[config.mk]
export PLATFORM = sky130hd
export DESIGN_NAME = cla_adder
export DESIGN_NICKNAME = d
export VERILOG_FILES = /design/src/rtl/cla_pkg.sv /design/src/rtl/cla_pfa.sv /design/src/rtl/cla_lookahead.sv /design/src/rtl/cla_group4.sv /design/src/rtl/cla_block16.sv /design/src/rtl/cla_adder.sv
export SDC_FILE = /design/constraint.sdc
export NUM_CORES = 1
export LEC_CHECK = 0
export ABC_AREA = 1
export BUFFER_PORTS_ARGS = -buffer_cell sky130_fd_sc_hd__clkbuf_2
export CAP_MARGIN = 5
export CORE_MARGIN = 10
export CORE_UTILIZATION = 45
export DETAILED_ROUTE_END_ITERATION = 7
export PLACE_DENSITY_LB_ADDON = 0.25
export SLEW_MARGIN = 30
export SYNTH_ARGS = -nofsm -noshare
export SYNTH_HDL_FRONTEND = slang
export SYNTH_SLANG_ARGS = --single-unit
[constraint.sdc]
create_clock -name vclk -period 2.2
set_input_delay 0.11 -clock vclk [all_inputs]
set_output_delay 0.11 -clock vclk [all_outputs]
set_load 0.02 [all_outputs]
[src/rtl/cla_pkg.sv]
package cla_pkg;
    // bits per look-ahead group and groups per look-ahead level
    localparam int GRP_BITS  = 4;
    localparam int BLK_BITS  = GRP_BITS * GRP_BITS;
    localparam int WIDE_BITS = BLK_BITS * GRP_BITS;

    typedef struct packed {
        logic gen;
        logic prop;
    } gp_t;
endpackage

[src/rtl/cla_pfa.sv]
// Per-bit cells without carry logic: generate, propagate, sum.
module cla_pfa #(
    parameter int N = 4
) (
    input  logic [N-1:0] a,
    input  logic [N-1:0] b,
    input  logic [N-1:0] c_in,
    output logic [N-1:0] gen,
    output logic [N-1:0] prop,
    output logic [N-1:0] s
);
    for (genvar i = 0; i < N; i++) begin : g_cell
        assign gen[i]  = a[i] & b[i];
        assign prop[i] = a[i] ^ b[i];
        assign s[i]    = prop[i] ^ c_in[i];
    end
endmodule

[src/rtl/cla_lookahead.sv]
// Flat two-level carry unit: carry into each position plus group flags.
module cla_lookahead
    import cla_pkg::*;
#(
    parameter int N = GRP_BITS
) (
    input  logic [N-1:0] gen,
    input  logic [N-1:0] prop,
    input  logic         c0,
    output logic [N-1:0] carry,
    output gp_t          grp
);
    // sum of products for the carry into position tgt
    function automatic logic sop_carry(input logic [N-1:0] gv,
                                       input logic [N-1:0] pv,
                                       input logic         cv,
                                       input int           tgt);
        logic in_term;
        logic prod;
        logic acc;
        in_term = cv;
        for (int j = 0; j < N; j++)
            if (j < tgt) in_term = in_term & pv[j];
        acc = in_term;
        for (int s = 0; s < N; s++) begin
            if (s < tgt) begin
                prod = gv[s];
                for (int m = 0; m < N; m++)
                    if (m > s && m < tgt) prod = prod & pv[m];
                acc = acc | prod;
            end
        end
        return acc;
    endfunction

    for (genvar k = 0; k < N; k++) begin : g_carry
        assign carry[k] = sop_carry(gen, prop, c0, k);
    end

    gp_t grp_d;
    always_comb begin
        grp_d.gen  = sop_carry(gen, prop, 1'b0, N);
        grp_d.prop = &prop;
    end
    assign grp = grp_d;
endmodule

[src/rtl/cla_group4.sv]
// One 4-bit look-ahead adder reporting group flags.
module cla_group4
    import cla_pkg::*;
(
    input  logic [GRP_BITS-1:0] a,
    input  logic [GRP_BITS-1:0] b,
    input  logic                c0,
    output logic [GRP_BITS-1:0] s,
    output gp_t                 grp
);
    logic [GRP_BITS-1:0] gen, prop, carry;

    cla_pfa #(.N(GRP_BITS)) u_pfa (
        .a(a), .b(b), .c_in(carry), .gen(gen), .prop(prop), .s(s)
    );

    cla_lookahead #(.N(GRP_BITS)) u_la (
        .gen(gen), .prop(prop), .c0(c0), .carry(carry), .grp(grp)
    );
endmodule

[src/rtl/cla_block16.sv]
// Four groups joined by a second look-ahead unit.
module cla_block16
    import cla_pkg::*;
(
    input  logic [BLK_BITS-1:0] a,
    input  logic [BLK_BITS-1:0] b,
    input  logic                c0,
    output logic [BLK_BITS-1:0] s,
    output gp_t                 blk
);
    logic [GRP_BITS-1:0] g_gen, g_prop, g_cin;

    for (genvar i = 0; i < GRP_BITS; i++) begin : g_grp
        gp_t gf;
        cla_group4 u_grp (
            .a  (a[i*GRP_BITS +: GRP_BITS]),
            .b  (b[i*GRP_BITS +: GRP_BITS]),
            .c0 (g_cin[i]),
            .s  (s[i*GRP_BITS +: GRP_BITS]),
            .grp(gf)
        );
        assign g_gen[i]  = gf.gen;
        assign g_prop[i] = gf.prop;
    end

    cla_lookahead #(.N(GRP_BITS)) u_top (
        .gen(g_gen), .prop(g_prop), .c0(c0), .carry(g_cin), .grp(blk)
    );
endmodule

[src/rtl/cla_adder.sv]
// Top: 16-bit adder, or 64-bit with a third look-ahead level.
module cla_adder
    import cla_pkg::*;
#(
    parameter int WIDTH = BLK_BITS
) (
    input  logic [WIDTH-1:0] op_a,
    input  logic [WIDTH-1:0] op_b,
    input  logic             cin,
    output logic [WIDTH-1:0] sum,
    output logic             cout
);
    localparam bit WIDE   = (WIDTH > BLK_BITS);
    localparam int N_BLKS = WIDE ? GRP_BITS : 1;

    gp_t top_d;

    if (!WIDE) begin : g_w16
        gp_t bf;
        cla_block16 u_blk (
            .a(op_a[BLK_BITS-1:0]), .b(op_b[BLK_BITS-1:0]),
            .c0(cin), .s(sum[BLK_BITS-1:0]), .blk(bf)
        );
        assign top_d = bf;
    end else begin : g_w64
        logic [N_BLKS-1:0] b_gen, b_prop, b_cin;
        for (genvar i = 0; i < N_BLKS; i++) begin : g_blk
            gp_t bf;
            cla_block16 u_blk (
                .a  (op_a[i*BLK_BITS +: BLK_BITS]),
                .b  (op_b[i*BLK_BITS +: BLK_BITS]),
                .c0 (b_cin[i]),
                .s  (sum[i*BLK_BITS +: BLK_BITS]),
                .blk(bf)
            );
            assign b_gen[i]  = bf.gen;
            assign b_prop[i] = bf.prop;
        end
        cla_lookahead #(.N(N_BLKS)) u_top (
            .gen(b_gen), .prop(b_prop), .c0(cin), .carry(b_cin), .grp(top_d)
        );
    end

    // carry out: top-level generate, or the carry-in passed through all
    assign cout = top_d.gen | (top_d.prop & cin);
endmodule

==> results of run 1 <==
-- area by class of cell --
class              instances  area (um2)  area share (%)
well taps                 16        20.0            1.94
multi-input cells         92         706            68.4
inverters                 14        52.6            5.10
repair buffers            50         253            24.5
-- power breakdown --
group | leakage (nW) | total [mW] | internal (mW) | switching [mW]
clock network | 0 | 0 | 0 | 0
registers | 0 | 0 | 0 | 0
logic | 0.651 | 0.373 | 0.146 | 0.227
-- layer usage --
metal	vias to the layer above	share of wire, %
li1	437	-
met1	354	40
met2	27	53
met3	2	6.9
met4	0	0.31
met5	-	0
-- stage by stage --
step	power (mW)	hold WS [ps]	std cells	utilization (%)	cell area, um2
floorplan	0.252	476	106	-	746
global placement	0.363	647	172	65.9	1020
detailed placement	0.372	653	172	65.9	1020
CTS	0.375	654	172	65.9	1020
global route	0.417	664	172	66.9	1030
finish	0.373	646	172	66.9	1030
-- logic make-up after synthesis --
logic type | count (synthesis) | share of synthesized area (%)
AO/OA/AOI/OAI | 7 | 4.70
XOR/XNOR | 12 | 14.1
adder cells (fa/ha/maj) | 24 | 44.3
buffers and inverters | 14 | 7.05
AND/OR/NAND/NOR | 49 | 29.9
-- cell usage in the layout (no fill, tap or decap), types with 2 or more instances in the layout --
| master | n |
|---|---|
| sky130_fd_sc_hd__nand2_2 | 2 |
| sky130_fd_sc_hd__nand3_1 | 4 |
| sky130_fd_sc_hd__inv_1 | 12 |
| sky130_fd_sc_hd__xnor2_1 | 4 |
| sky130_fd_sc_hd__inv_2 | 2 |
| sky130_fd_sc_hd__xor2_1 | 8 |
| sky130_fd_sc_hd__nor2_2 | 3 |
| sky130_fd_sc_hd__nor2_1 | 2 |
| sky130_fd_sc_hd__fa_1 | 4 |
| sky130_fd_sc_hd__a21oi_1 | 6 |
| sky130_fd_sc_hd__ha_1 | 19 |
| sky130_fd_sc_hd__clkbuf_2 | 49 |
| sky130_fd_sc_hd__nand2_1 | 35 |
-- worst paths after layout --
check	end	slack [ps]	cells past startpoint
setup / recovery	sum[13]	210	13
hold / removal	sum[12]	650	3
==> run summary, run 1 <==
## Run status
- status: finished clean

## Drt
- WL/cell: 11.4 um
- final wirelength: 1970 um
- number of DRC violations after detailed routing: 0
- DRT antenna net count: 0
- Initial DRC Count: 5
- vias post-DR: 820
- drt pass-1 iters: 4
- vias per inst: 4.77

## Logic synthesis
- number of warning messages in the yosys log: 0
- fraction of post-synthesis cell area in the top cell type by area: 33.6%
- synth top area cells: sky130_fd_sc_hd__ha_1, sky130_fd_sc_hd__nand2_1, sky130_fd_sc_hd__fa_1, sky130_fd_sc_hd__xor2_1, sky130_fd_sc_hd__inv_1
- leading post-synthesis cells by instance count: sky130_fd_sc_hd__nand2_1, sky130_fd_sc_hd__ha_1, sky130_fd_sc_hd__inv_1, sky130_fd_sc_hd__xor2_1, sky130_fd_sc_hd__a21oi_1
- Net Count, Synth: 163
- sequential cell area fraction in the yosys report: 0%
- dominant cell type by area after synthesis: sky130_fd_sc_hd__ha_1
- distinct cell type count after synthesis: 16
- Synth Area per Inst: 7.04 um2
- most common cell in the netlist: sky130_fd_sc_hd__nand2_1
- Syn Inst Count: 106
- Syn Std Cell Area: 746 um2

## STA
- minimum period implied by the final worst setup slack: 1990 ps
- number of endpoints failing setup at the final stage: 0
- final total negative setup slack: 0 ps
- Fmax achieved: 0.502 GHz
- number of hold violations in the final report: 0
- relative slew slack: 88.2%
- RSZ-0062 raised after global routing: no
- slack of the critical path: 208 ps
- part of the cycle the worst path needs: 90.5%
- number of pins with negative max-slew slack in the final report: 0
- actual transition at the worst max-transition pin: 177 ps

## Worst setup path
- critical-path cell list: clkbuf_2 -> ha_1 -> nand2_1 -> inv_1 -> nand2_1 -> nand2_1 -> nor2_2 -> nand3_2 -> nand2_1 -> nand2_1 -> fa_1 -> xor2_1 -> clkbuf_2
- maximum fanout encountered on the critical timing path: 4
- Critical Path RT: 2090 ps
- type of the worst setup path: input pin to output port
- endpoint class of the critical path: output port
- Crit path top cell by count: sky130_fd_sc_hd__nand2_1
- Max stage delay cell, worst path: sky130_fd_sc_hd__fa_1
- crit path DAT: 1880 ps
- crit path buf inv count: 3
- worst setup path startpoint: op_a[6]
- critical path launch point type: input pin
- largest incremental delay on the critical path: 390 ps
- cell family with most CP delay: adder cells

## Place
- port bufs: 50
- Placement Setup Slack: 173 ps
- half-perimeter wire length after detailed placement: 1890 um
- Final GP Congestion: 0.776

## Cells and area
- Filler Cell Count: 154
- fraction of layout cells with a size suffix above 1: 38.5%
- Seq Cell Count: 0
- Final Net Count: 215
- area occupied by registers: 0 um2
- number of antenna diodes: 0
- synth-to-layout area growth: 38.3%
- clock buffer instance count of the final layout: 0

## Global route
- Total Routing Usage GR: 10.6%
- highest-utilization routing layer at the global route stage: met2
- met3 track utilization from global routing: 1.25%
- pin count of the biggest net entering global routing: 5
- met2 capacity usage during global routing: 21.1%
- Overflow after GRT: 0
- global-route wire length before repair: 3420 um
- initial antenna violation count: 0
- number of global-route vias before repair: 866
- met1 Usage GRT: 12.2%

## Die
- Die W: 60.7 um
- number of core rows: 14
- Starting Density: 48.4%
- height of the chip: 60.7 um
- I/O pin total: 50
- die area: 3690 um2
- placeable core region: 1540 um2

## Power and ir drop
- power per standard cell area: 362 nW/um2
- static leakage power: 0.651 nW
- worst vdd rail ir drop: 0.172 mV

## CTS
- number of hold buffers added after CTS: 0
- Setup Buffers After CTS: 0
- post-CTS sizing: 0

## Run
- Max Cap Violations: 0

## Hold path
- Worst Hold Launch: op_b[12]
- class of the tightest hold or removal check: input pin to output port

Note: power is estimated with default switching activity, not from simulation.
==> inputs of run 2 (changes only) <==
--- a/config.mk
+++ b/config.mk
@@ -12,6 +12,7 @@
 export CORE_UTILIZATION = 45
 export DETAILED_ROUTE_END_ITERATION = 7
 export PLACE_DENSITY_LB_ADDON = 0.25
+export RECOVER_POWER = 50
 export SLEW_MARGIN = 30
 export SYNTH_ARGS = -nofsm -noshare
 export SYNTH_HDL_FRONTEND = slang
==> run 2 against run 1 <==
  * Non-clock buffer count stayed put
  * Design area is 0.85% lower
  * Die area stayed put
  * Count of clock-buffer cells in the layout did not move
  * Maximum frequency stayed put
  * Global-route usage unchanged
  * Wire length rose by 0.20%
  * Utilization is 0.57 points lower
  * Sequential share of layout area unchanged
  * Worst hold slack is the same
==> run summary, run 2 (synthesis results as in run 1) <==
## STA
- RSZ-0062 raised after global routing: no, unchanged
- number of endpoints failing setup at the final stage: 0, unchanged
- relative slew slack: 82.4%, was 88.2%
- final total negative setup slack: 0 ps, unchanged
- final worst hold slack: 646 ps, unchanged
- actual transition at the worst max-transition pin: 266 ps, was 177 ps
- number of hold violations in the final report: 0, unchanged
- Fmax achieved: 0.502 GHz, unchanged
- part of the cycle the worst path needs: 90.5%, unchanged
- minimum period implied by the final worst setup slack: 1990 ps, unchanged
- number of pins with negative max-slew slack in the final report: 0, unchanged

## Die
- Starting Density: 48.4%, unchanged
- Die W: 60.7 um, unchanged
- height of the chip: 60.7 um, unchanged
- I/O pin total: 50, unchanged
- die area: 3690 um2, unchanged
- placeable core region: 1540 um2, unchanged
- number of core rows: 14, unchanged

## Hold path
- endpoint with the worst hold slack: sum[12], unchanged
- class of the tightest hold or removal check: input pin to output port, unchanged
- Worst Hold Launch: op_b[12], unchanged
- count of cells along the worst hold path: 3, unchanged

## Cells and area
- number of antenna diodes: 0, unchanged
- area occupied by registers: 0 um2, unchanged
- Final Net Count: 215, unchanged
- most used cells in the layout excluding fill and tap cells: sky130_fd_sc_hd__clkbuf_2, sky130_fd_sc_hd__nand2_1, sky130_fd_sc_hd__ha_1, unchanged
- most common cell after layout, fill and taps aside: sky130_fd_sc_hd__clkbuf_2, unchanged
- Seq Cell Count: 0, unchanged
- Filler Cell Count: 158, was 154
- clock buffer instance count of the final layout: 0, unchanged
- fraction of layout cells with a size suffix above 1: 34.0%, was 38.5%
- synth-to-layout area growth: 37.1%, was 38.3%

## Worst setup path
- endpoint class of the critical path: output port, unchanged
- crit path DAT: 1880 ps, about the same
- largest incremental delay on the critical path: 390 ps, about the same
- Max stage delay cell, worst path: sky130_fd_sc_hd__fa_1, unchanged
- crit path buf inv count: 3, unchanged
- critical-path cell list: clkbuf_2 -> ha_1 -> nand2_1 -> inv_1 -> nand2_1 -> nand2_1 -> nor2_2 -> nand3_2 -> nand2_1 -> nand2_1 -> fa_1 -> xor2_1 -> clkbuf_2, unchanged
- maximum fanout encountered on the critical timing path: 4, unchanged
- type of the worst setup path: input pin to output port, unchanged
- Crit path top cell by count: sky130_fd_sc_hd__nand2_1, unchanged
- cell family with most CP delay: adder cells, unchanged
- critical path launch point type: input pin, unchanged
- Critical Path RT: 2090 ps, about the same

## Place
- port bufs: 50, unchanged
- Final GP Congestion: 0.776, unchanged
- half-perimeter wire length after detailed placement: 1890 um, unchanged

## Global route
- Overflow after GRT: 0, unchanged
- initial antenna violation count: 0, unchanged
- number of global-route vias before repair: 866, unchanged
- global-route wire length before repair: 3420 um, unchanged
- Total Routing Usage GR: 10.6%, unchanged
- pin count of the biggest net entering global routing: 5, unchanged

## CTS
- number of hold buffers added after CTS: 0, unchanged

## Power and ir drop
- power per standard cell area: 358 nW/um2, was 362 nW/um2
- static leakage power: 0.631 nW, was 0.651 nW
- worst vdd rail ir drop: 0.168 mV, was 0.172 mV

## Drt
- vias post-DR: 818, was 820
- drt pass-1 iters: 4, unchanged
- DRT antenna net count: 0, unchanged
- number of DRC violations after detailed routing: 0, unchanged
- vias per inst: 4.76, was 4.77
- Initial DRC Count: 5, unchanged
- final wirelength: 1970 um, about the same
- WL/cell: 11.5 um, was 11.4 um

## Run status
- status: finished clean, unchanged

## Run
- Max Cap Violations: 0, unchanged

==> run 2: cell counts in the layout (fill, tap and decap cells not counted) <==
No cell type changed its count.
==> run 2: how the worst max path moves through the flow <==
stage,start,to,slack (ps),depth (start not counted)
after floorplan,op_a[5],sum[13],360,11
after global routing,op_a[6],sum[15],0.6,17
final,op_a[6],sum[13],210,13
after detailed placement,op_a[5],sum[15],170,17
after global placement,op_a[1],sum[7],220,13
after CTS,op_a[5],sum[15],170,17
==> run 2: timing repair <==
| item | 4_1_cts | 5_1_grt |
|---|---|---|
| resized for setup | 0 | 3 |
| endpoints found under the setup margin | 0 | 1 |
| buffers inserted | 0 | 0 |
==> run 2: area by class of cell <==
type                       instances  area [um2]  area share (%)
multi-input combinational         92         706            69.0
inverter                          14        52.6            5.14
tap                               16        20.0            1.96
timing repair buffer              50         244            23.9
==> run 2: metrics by stage <==
stage | cell area, um2 | power, mW | setup WS, ps | instances | util, %
final | 1020 | 0.366 | 208 | 172 | 66.3
after global routing | 1020 | 0.410 | 0.579 | 172 | 66.3
after CTS | 1020 | 0.375 | 171 | 172 | 65.9
after detailed placement | 1020 | 0.372 | 173 | 172 | 65.9
after global placement | 1020 | 0.363 | 220 | 172 | 65.9
after floorplan | 746 | 0.252 | 360 | 106 | -
==> run 2: report_power, final <==
group,switching [mW],leakage (nW),internal [mW]
clock,0,0,0
sequential,0,0,0
combinational,0.228,0.631,0.139
==> run 2: worst min-delay path, cell delays in order <==
cell,delay [ps]
sky130_fd_sc_hd__clkbuf_2,100
sky130_fd_sc_hd__fa_1,160
sky130_fd_sc_hd__clkbuf_2,160
==> run 2: metal layers <==
metal	wire length (um)	vias to the layer above	track usage (%)
li1	-	437	-
met1	775	352	12.2
met2	1040	27	21.1
met3	146	2	1.25
met4	6	0	0
met5	0	-	0
